<file path="src/rtl/irq_ctl_pkg.sv">
package irq_ctl_pkg;

    localparam int NSRC   = 4;
    localparam int ADDR_W = 3;

    localparam int SRC_OOM  = 0;
    localparam int SRC_BIN  = 1;
    localparam int SRC_RND  = 2;
    localparam int SRC_PROT = 3;

    typedef enum logic [ADDR_W-1:0] {
        RA_STATUS = 3'd0,
        RA_ACK    = 3'd1,
        RA_MASK   = 3'd2,
        RA_MSET   = 3'd3,
        RA_MCLR   = 3'd4,
        RA_PAGE   = 3'd5,
        RA_SIZE   = 3'd6,
        RA_NONE   = 3'd7
    } reg_addr_e;

    typedef logic [NSRC-1:0] src_vec_t;

endpackage

</file>
<file path="src/rtl/irq_ctl_oom_arm.sv">
module irq_ctl_oom_arm (
    input  logic clk,
    input  logic rst_n,
    input  logic req_i,
    input  logic rearm_i,
    output logic fire_o
);

    typedef struct packed {
        logic prev;
        logic armed;
    } arm_state_t;

    arm_state_t st_d, st_q;
    logic       rise;

    always_comb begin
        st_d      = st_q;
        rise      = req_i & ~st_q.prev;
        fire_o    = rise & st_q.armed;
        st_d.prev = req_i;
        if (rearm_i) begin
            st_d.armed = 1'b1;
        end else if (fire_o) begin
            st_d.armed = 1'b0;
        end
    end

    always_ff @(posedge clk or negedge rst_n) begin
        if (!rst_n) begin
            st_q <= '{prev: 1'b0, armed: 1'b1};
        end else begin
            st_q <= st_d;
        end
    end

    AST_OOM_STAYS_DISARMED: assert property (@(posedge clk) disable iff (!rst_n)
        (!st_q.armed && !rearm_i) |=> !st_q.armed);

    AST_OOM_REARM: assert property (@(posedge clk) disable iff (!rst_n)
        rearm_i |=> st_q.armed);

    AST_OOM_ONE_SHOT: assert property (@(posedge clk) disable iff (!rst_n)
        fire_o |=> !fire_o);

endmodule

</file>
<file path="src/rtl/irq_ctl_status.sv">
module irq_ctl_status #(
    parameter int NSRC = 4
) (
    input  logic            clk,
    input  logic            rst_n,
    input  logic [NSRC-1:0] set_i,
    input  logic            clr_en_i,
    input  logic [NSRC-1:0] clr_bits_i,
    output logic [NSRC-1:0] status_o
);

    typedef struct packed {
        logic [NSRC-1:0] bits;
    } stat_state_t;

    stat_state_t st_d, st_q;
    logic [NSRC-1:0] drop;

    always_comb begin
        st_d = st_q;
        drop = clr_en_i ? clr_bits_i : '0;
        for (int i = 0; i < NSRC; i++) begin
            if (set_i[i]) begin
                st_d.bits[i] = 1'b1;
            end else if (drop[i]) begin
                st_d.bits[i] = 1'b0;
            end
        end
    end

    always_ff @(posedge clk or negedge rst_n) begin
        if (!rst_n) begin
            st_q <= '0;
        end else begin
            st_q <= st_d;
        end
    end

    assign status_o = st_q.bits;

    AST_EVT_SETS: assert property (@(posedge clk) disable iff (!rst_n)
        (set_i != '0) |=> ((status_o & $past(set_i)) == $past(set_i)));

    AST_CLR_EXACT: assert property (@(posedge clk) disable iff (!rst_n)
        clr_en_i |=> ((status_o & $past(clr_bits_i & ~set_i)) == '0));

    AST_CLR_KEEPS: assert property (@(posedge clk) disable iff (!rst_n)
        clr_en_i |=> ((status_o & $past(status_o & ~clr_bits_i))
                      == $past(status_o & ~clr_bits_i)));

    AST_EVT_WINS: assert property (@(posedge clk) disable iff (!rst_n)
        (clr_en_i && ((set_i & clr_bits_i) != '0))
        |=> ((status_o & $past(set_i & clr_bits_i)) == $past(set_i & clr_bits_i)));

endmodule

</file>
<file path="src/rtl/irq_ctl_mask.sv">
module irq_ctl_mask #(
    parameter int NSRC = 4
) (
    input  logic            clk,
    input  logic            rst_n,
    input  logic            set_en_i,
    input  logic            clr_en_i,
    input  logic [NSRC-1:0] bits_i,
    output logic [NSRC-1:0] mask_o
);

    typedef struct packed {
        logic [NSRC-1:0] bits;
    } mask_state_t;

    mask_state_t st_d, st_q;

    always_comb begin
        st_d = st_q;
        if (set_en_i) begin
            st_d.bits = st_q.bits | bits_i;
        end else if (clr_en_i) begin
            st_d.bits = st_q.bits & ~bits_i;
        end
    end

    always_ff @(posedge clk or negedge rst_n) begin
        if (!rst_n) begin
            st_q <= '{bits: '1};
        end else begin
            st_q <= st_d;
        end
    end

    assign mask_o = st_q.bits;

    AST_MASK_SET: assert property (@(posedge clk) disable iff (!rst_n)
        set_en_i |=> ((mask_o & $past(bits_i)) == $past(bits_i)));

    AST_MASK_CLR: assert property (@(posedge clk) disable iff (!rst_n)
        (clr_en_i && !set_en_i) |=> ((mask_o & $past(bits_i)) == '0));

    AST_MASK_HOLD: assert property (@(posedge clk) disable iff (!rst_n)
        (!set_en_i && !clr_en_i) |=> $stable(mask_o));

endmodule

</file>
<file path="src/rtl/irq_ctl_pool.sv">
module irq_ctl_pool #(
    parameter int PAGE_W = 20,
    parameter int SIZE_W = 32
) (
    input  logic              clk,
    input  logic              rst_n,
    input  logic              page_wr_i,
    input  logic              size_wr_i,
    input  logic              take_i,
    input  logic [PAGE_W-1:0] page_wdata_i,
    input  logic [SIZE_W-1:0] size_wdata_i,
    output logic [PAGE_W-1:0] page_o,
    output logic [SIZE_W-1:0] size_o
);

    typedef struct packed {
        logic [PAGE_W-1:0] page;
        logic [SIZE_W-1:0] size;
    } pool_state_t;

    pool_state_t st_d, st_q;

    always_comb begin
        st_d = st_q;
        if (page_wr_i) begin
            st_d.page = page_wdata_i;
        end
        if (size_wr_i) begin
            st_d.size = size_wdata_i;
        end else if (take_i) begin
            st_d.size = '0;
        end
    end

    always_ff @(posedge clk or negedge rst_n) begin
        if (!rst_n) begin
            st_q <= '0;
        end else begin
            st_q <= st_d;
        end
    end

    assign page_o = st_q.page;
    assign size_o = st_q.size;

    AST_POOL_TAKE: assert property (@(posedge clk) disable iff (!rst_n)
        (take_i && !size_wr_i) |=> (size_o == '0));

    AST_POOL_SIZE_WR: assert property (@(posedge clk) disable iff (!rst_n)
        size_wr_i |=> (size_o == $past(size_wdata_i)));

    AST_POOL_PAGE_HOLD: assert property (@(posedge clk) disable iff (!rst_n)
        !page_wr_i |=> $stable(page_o));

endmodule

</file>
<file path="src/rtl/irq_ctl_core.sv">
module irq_ctl_core
    import irq_ctl_pkg::*;
#(
    parameter int DATA_W = 32,
    parameter int PAGE_W = 20
) (
    input  logic              clk,
    input  logic              rst_n,
    input  logic              bus_sel_i,
    input  logic              bus_wr_i,
    input  logic [ADDR_W-1:0] bus_addr_i,
    input  logic [DATA_W-1:0] bus_wdata_i,
    output logic [DATA_W-1:0] bus_rdata_o,
    input  logic              oom_req_i,
    input  logic              bin_done_i,
    input  logic              rnd_done_i,
    input  logic              prot_viol_i,
    input  logic              pool_take_i,
    output logic              irq_o
);

    localparam int SIZE_W = DATA_W;

    typedef struct packed {
        logic [DATA_W-1:0] rdata;
    } bus_state_t;

    bus_state_t bst_d, bst_q;

    reg_addr_e   addr;
    logic        wr_ack, wr_mset, wr_mclr, wr_page, wr_size, rd_en;
    logic        oom_fire;
    src_vec_t    events;
    src_vec_t    status;
    src_vec_t    mask;
    logic [PAGE_W-1:0] pool_page;
    logic [SIZE_W-1:0] pool_size;

    always_comb begin
        addr    = reg_addr_e'(bus_addr_i);
        rd_en   = bus_sel_i & ~bus_wr_i;
        wr_ack  = bus_sel_i & bus_wr_i & (addr == RA_ACK);
        wr_mset = bus_sel_i & bus_wr_i & (addr == RA_MSET);
        wr_mclr = bus_sel_i & bus_wr_i & (addr == RA_MCLR);
        wr_page = bus_sel_i & bus_wr_i & (addr == RA_PAGE);
        wr_size = bus_sel_i & bus_wr_i & (addr == RA_SIZE);
    end

    always_comb begin
        events           = '0;
        events[SRC_OOM]  = oom_fire;
        events[SRC_BIN]  = bin_done_i;
        events[SRC_RND]  = rnd_done_i;
        events[SRC_PROT] = prot_viol_i;
    end

    irq_ctl_oom_arm u_oom (
        .clk     (clk),
        .rst_n   (rst_n),
        .req_i   (oom_req_i),
        .rearm_i (wr_size),
        .fire_o  (oom_fire)
    );

    irq_ctl_status #(.NSRC(NSRC)) u_status (
        .clk        (clk),
        .rst_n      (rst_n),
        .set_i      (events),
        .clr_en_i   (wr_ack),
        .clr_bits_i (bus_wdata_i[NSRC-1:0]),
        .status_o   (status)
    );

    irq_ctl_mask #(.NSRC(NSRC)) u_mask (
        .clk      (clk),
        .rst_n    (rst_n),
        .set_en_i (wr_mset),
        .clr_en_i (wr_mclr),
        .bits_i   (bus_wdata_i[NSRC-1:0]),
        .mask_o   (mask)
    );

    irq_ctl_pool #(.PAGE_W(PAGE_W), .SIZE_W(SIZE_W)) u_pool (
        .clk          (clk),
        .rst_n        (rst_n),
        .page_wr_i    (wr_page),
        .size_wr_i    (wr_size),
        .take_i       (pool_take_i),
        .page_wdata_i (bus_wdata_i[PAGE_W-1:0]),
        .size_wdata_i (bus_wdata_i[SIZE_W-1:0]),
        .page_o       (pool_page),
        .size_o       (pool_size)
    );

    always_comb begin
        bst_d = bst_q;
        if (rd_en) begin
            case (addr)
                RA_STATUS: bst_d.rdata = DATA_W'(status);
                RA_MASK:   bst_d.rdata = DATA_W'(mask);
                RA_PAGE:   bst_d.rdata = DATA_W'(pool_page);
                RA_SIZE:   bst_d.rdata = DATA_W'(pool_size);
                default:   bst_d.rdata = '0;
            endcase
        end
    end

    always_ff @(posedge clk or negedge rst_n) begin
        if (!rst_n) begin
            bst_q <= '0;
        end else begin
            bst_q <= bst_d;
        end
    end

    assign bus_rdata_o = bst_q.rdata;
    assign irq_o       = |(status & ~mask);

    AST_IRQ_MASKED: assert property (@(posedge clk) disable iff (!rst_n)
        (&mask) |-> !irq_o);

    AST_RD_STATUS: assert property (@(posedge clk) disable iff (!rst_n)
        (rd_en && addr == RA_STATUS) |=> (bus_rdata_o == DATA_W'($past(status))));

    AST_RD_WRONLY_ZERO: assert property (@(posedge clk) disable iff (!rst_n)
        (rd_en && (addr == RA_ACK || addr == RA_MCLR)) |=> (bus_rdata_o == '0));

endmodule

</file>
<file path="config.mk">
export PLATFORM = sky130hd
export DESIGN_NAME = irq_ctl_core
export DESIGN_NICKNAME = d
export VERILOG_FILES = /design/src/rtl/irq_ctl_pkg.sv /design/src/rtl/irq_ctl_oom_arm.sv /design/src/rtl/irq_ctl_status.sv /design/src/rtl/irq_ctl_mask.sv /design/src/rtl/irq_ctl_pool.sv /design/src/rtl/irq_ctl_core.sv
export SDC_FILE = /design/constraint.sdc
export NUM_CORES = 1
export LEC_CHECK = 0
export CORE_UTILIZATION = 51
export DETAILED_ROUTE_END_ITERATION = 7
export GPL_ROUTABILITY_DRIVEN = 0
export HOLD_SLACK_MARGIN = 0.06
export MAX_ROUTING_LAYER = met4
export PLACE_DENSITY = 0.79
export SLEW_MARGIN = 0
export SYNTH_ARGS = -nofsm -noshare
export SYNTH_HDL_FRONTEND = slang
export SYNTH_HIERARCHICAL = 1
export SYNTH_SLANG_ARGS = --single-unit
</file>
<file path="constraint.sdc">
create_clock -name clk -period 1.4 [get_ports clk]
set_input_delay 0.14 -clock clk [delete_from_list [all_inputs] [get_ports clk]]
set_output_delay 0.14 -clock clk [all_outputs]
set_load 0.02 [all_outputs]
</file>
## After elaboration in Yosys (flattened, before gate mapping)

Index checks and enable logic that the tools add are counted.

| word-level totals | value |
|---|---|
| register bits | 94 |
| latch bits | 0 |
| bits in writable memories | 0 |
| memory bits (read-only) | 0 |
| input port bits | 44 |
| output and inout bits | 33 |
| word-level logic and storage cells | 57 |
| memories kept | 0 |

| cells by class | value |
|---|---|
| add/subtract/negate cells | 0 |
| multiply operators | 0 |
| div/mod/pow operators | 0 |
| $lt $le $gt $ge | 0 |
| equal/unequal tests | 6 |
| shift operators | 0 |
| multiplexer cells | 16 |
| bitwise gates (word level) | 16 |
| reduce and logical (&&, ||, !) cells | 9 |

Operators by type and width:

| kind | count |
|---|---|
| $pmux W32 S4 | 1 |
| $mux W32 | 2 |
| $reduce_bool A2 Y1 | 7 |
| $mux W4 | 3 |
| $mux W1 | 10 |
| $and A1 B1 Y1 | 9 |
| $eq A3 B3 Y1 const B | 3 |
| $and A4 B4 Y4 | 2 |
| $not A4 Y4 | 2 |
| $eq A3 B2 Y1 const B | 2 |
| $or A4 B4 Y4 | 1 |
| $reduce_or A4 Y1 | 1 |
| $eq A3 B1 Y1 const B | 1 |
| $logic_not A3 Y1 | 1 |
| $not A1 Y1 | 2 |

## Depth between registers and ports, before layout

| depth | value |
|---|---|
| depth after elaboration | 5 |
| gate-level depth with buffers | 7 |
| gate-level depth less buffers | 4 |

## Hierarchy

Netlist, hierarchy kept.

Modules (own cells, without submodules):

| module | times used | cells each | area an instance (um2) | seq. area each (um2) |
|---|---|---|---|---|
| irq_ctl_pool | 1 | 114 | 1915.6 | 1301.2 |
| irq_ctl_core | 1 | 153 | 1632.8 | 800.8 |
| irq_ctl_mask | 1 | 12 | 155.1 | 105.1 |
| irq_ctl_status | 1 | 12 | 145.1 | 100.1 |
| irq_ctl_oom_arm | 1 | 6 | 80.1 | 51.3 |

## Worst setup path after synthesis

No wires, ideal clock.

| path | value |
|---|---|
| path kind | in2reg |
| start point | in bus_addr_i[0] |
| end point | reg u_pool.st_q, in the netlist u_pool/size_o[21] |
| library setup time | 0.121 ns |
| arrival | 1.084 ns |
| data required time | 1.279 ns |
| setup slack | 0.195 ns |
| stages | 6 |
| buffers on the path | 3 |
| cell sequence | buf_2 -> nor3_1 -> buf_6 -> nor2_8 -> buf_8 -> a22o_1 |

| on the way | value |
|---|---|
| cells in the longest elaborated chain, start to end | 3 |
| elaborated cells between the ends (all ways) | 4 |
| classes of those cells | 1 x eq/ne; 1 x mux; 1 x bitwise; 1 x reduce/logical |

Ends and longest elaborated chain:

| what | line | text |
|---|---|---|
| from (decl) | irq_ctl_core.sv:11 | `input logic [ADDR_W-1:0] bus_addr_i,` |
| $eq A3 B3 Y1 (*) | irq_ctl_core.sv:46 | `wr_size = bus_sel_i & bus_wr_i & (addr == RA_SIZE);` |
| $and A1 B1 Y1 (*) | irq_ctl_core.sv:46 |  |
| net wr_size | irq_ctl_core.sv:31 | `logic wr_ack, wr_mset, wr_mclr, wr_page, wr_size, rd_en;` |
| $mux W32 / $reduce_bool A2 Y1 (equally long branches) | - |  |
| to (signal assigned) | irq_ctl_pool.sv:39 | `st_q <= st_d;` |
| to (decl) | irq_ctl_pool.sv:21 | `pool_state_t st_d, st_q;` |

The timed path passes the listed nets; every way through them passes the cells marked *.
A chain may end at the register's enable or synchronous reset.

==> impl_results.md <==
* Fin. Hold Viols at 0
* Share of cells above drive strength 1 at 26.4%
* Status: finished, violations left
* Most common cell after layout, fill and taps aside: dfrtp_1
* Total Power at 5650 µW
* Dpl cell area at around 0.005 mm²
* Synthesized net count at about 340
* IO buf count at 76
* Synth top area share at between 50% and 60%
* Reg2reg end: bus_rdata_o[2]
* Final net count at 445
* Seq/Total Area, Yosys at 60.0%
* Relative slew slack at 70.3%
* Post-route setup slack at -199 ps
* Power per cell area at 1090 mW/mm²
* Ports at 77
* Register bit total from synthesis at 94
* Total GRT Usage at around a quarter
* TritonCTS clock tree: done
* Detailed-route wire length at 8.76 mm
* Min cycle time layout at 1600 ps
* Reg2Reg Depth at 4
* Max-slew violation count at 0
* Dominant cells by area after synthesis: dfrtp_1, a22o_1, mux2_2, dfstp_2, a22oi_1
* Die ar. at 0.00806 mm²
* Vias in the first global route at a little under 3000
* ANT cells at 0
* Leakage power at 0.00249 µW
* Sink Count at 94
* Layout overhead on the synthesized area at 31.9%
* Starting density of the core at 53.6%
* Worst hold margin at 267 ps
* Worst-Margin Slew at 446 ps
* TritonCTS buffer count at 9
* Critical path capture point type: output port
* Post-Synthesis Cells at ~300
* Filler cells at roughly 500
* Antenna violations before repair at 0
* Synth cell types at 31
* First-pass GRT wire length at roughly 14 mm
* Yosys top cell by area: dfrtp_1
* Crit start category: register
* Placeable Area at 0.00733 mm²
* DRT antenna net count at 0
* 1st-iter DRT viols at 164
* GR Overflow Total at 0
* Violated checks: setup timing
* Required time of the worst setup path at 1260 ps
* Pin count of the biggest net entering global routing at 35
* Worst-skew pair later-pin latency at 350 ps
* Crit path kind: register to output port
* Final setup viols at 1
* Peak VDD IR at 0.000643 V
* Die height at 89.8 µm
* Die width at 89.8 µm
* Post-Syn Area at ~0.0039 mm²
* 1st-pass router iterations at 4
* Total of warnings raised by yosys at 6
* Period utilization at 114%
* Worst r2r src: u_status/status_o[2]
* RSZ-0062 raised after global routing: true
* Via Count at about 2800
* Commonest cells after routing, fill and taps aside: dfrtp_1, a22o_1, clkdlybuf4s50_1
* H-tree depth at 3
* Root buf cell: clkbuf_8
* Setup TNS at -199 ps
* Setup repair bufs after CTS at 0
* Clock transition at the registers of the reported paths at 90 ps
* Clk buf depth at 2
* Final Instance Area at 0.00518 mm²
* CP arrival at 1460 ps
* # rows at 31
* Post-route DRC at 0
* Dpl ws at -392 ps
* Avg Cell Area, Syn at 13.2 µm²
* Max-Cap Viols at 0
* WL/cell at 17.3 µm
* R2R setup slack at 100 ps
* CP Max Fanout at 2
* Worst min path class: primary input to asynchronous set/reset pin
* Max Freq at 0.625 GHz
* DR vias/cell at around 5.6
* DPL Wire Length at 5.92 mm
* Clock skew at 9.69 ps
[state kept, by name (all words and copies together) (netlist names), named ones only]
name / count
bus_rdata_o: 32
u_status/status_o: 4
u_pool/page_o: 20
u_pool/size_o: 32
u_oom/st_q: 2
[report_power, final]
part           internal [µW]  switching, µW
clock                    831            925
sequential              2950            130
combinational            437            377
[how the worst max path moves through the flow]
stage | endpoint | slack [ps] | startpoint | cells past startpoint
CTS | irq_o | -150 | register | 4
global placement | u_pool/page_o[8] | -320 | bus_addr_i[1] | 5
floorplan | u_pool/size_o[21] | 200 | bus_addr_i[0] | 6
detailed placement | bus_rdata_o[16] | -390 | bus_addr_i[1] | 5
finish | irq_o | -200 | register | 4
global route | irq_o | -250 | register | 4
[routing by layer]
layer	up-vias	GRT usage, %	part of all wire, %
met5	-	-	0
li1	1313	-	-
met1	1413	31.5	46
met4	0	10.8	2.6
met2	88	35.1	47
met3	22	3.64	4.0
[synth_stat cells (all sizes together)]
library cell  number
a21o               5
o221ai             1
nand3              1
a22o              48
mux2              24
buf               20
nor2b              2
nor3b              1
clkbuf             3
a211oi             4
dfrtp             89
inv                6
and4b              8
o21ai             16
nor3               4
nand2             30
dfstp              5
a22oi             17
o2111ai            1
nor2               4
o31ai              4
xnor2              1
nand2b             3
[cells by family (layout without fill, tap and decap cells)]
logic type                count (synthesis)  count (layout)  synth area share (%)
AOI/OAI and AO/OA                        96              96                  20.4
muxes                                    24              24                  6.88
xor gates and xnor gates                  1               1                 0.223
buffers and inverters                    29             138                  4.84
DFF                                      94              94                  60.0
and+or+nand+nor                          53              53                  7.64
[through the flow]
step	utilization [%]	cells
floorplan	-	297
detailed placement	68.3	488
global placement	68.3	488
finish	70.7	505
global route	70.7	505
CTS	70.6	505
[critical path, cell delays in order, from the launching register on]
cell,delay (ps)
dfstp_2,540
inv_2,40
a22oi_2,200
o221ai_2,150
buf_4,180
[what timing repair did]
item | CTS | global route
endpoints found under the hold margin | 26 | 0
setup endpoints to repair | 47 | 36
gates resized for setup | 45 | 2
hold buffers | 1 | 0
pin swaps | 0 | 1
[cell type report]
cell class	instances	area [µm²]	share of cell area, %
Multi-Input combinational cell	174	1400	27.1
Timing Repair Buffer	116	1080	20.9
Clock buffer	11	131	2.54
Inverter	6	22.5	0.435
Clock inverter	5	58.8	1.13
Sequential cell	94	2360	45.5
Tap cell	99	124	2.39
(Power assumes the default switching activity.)
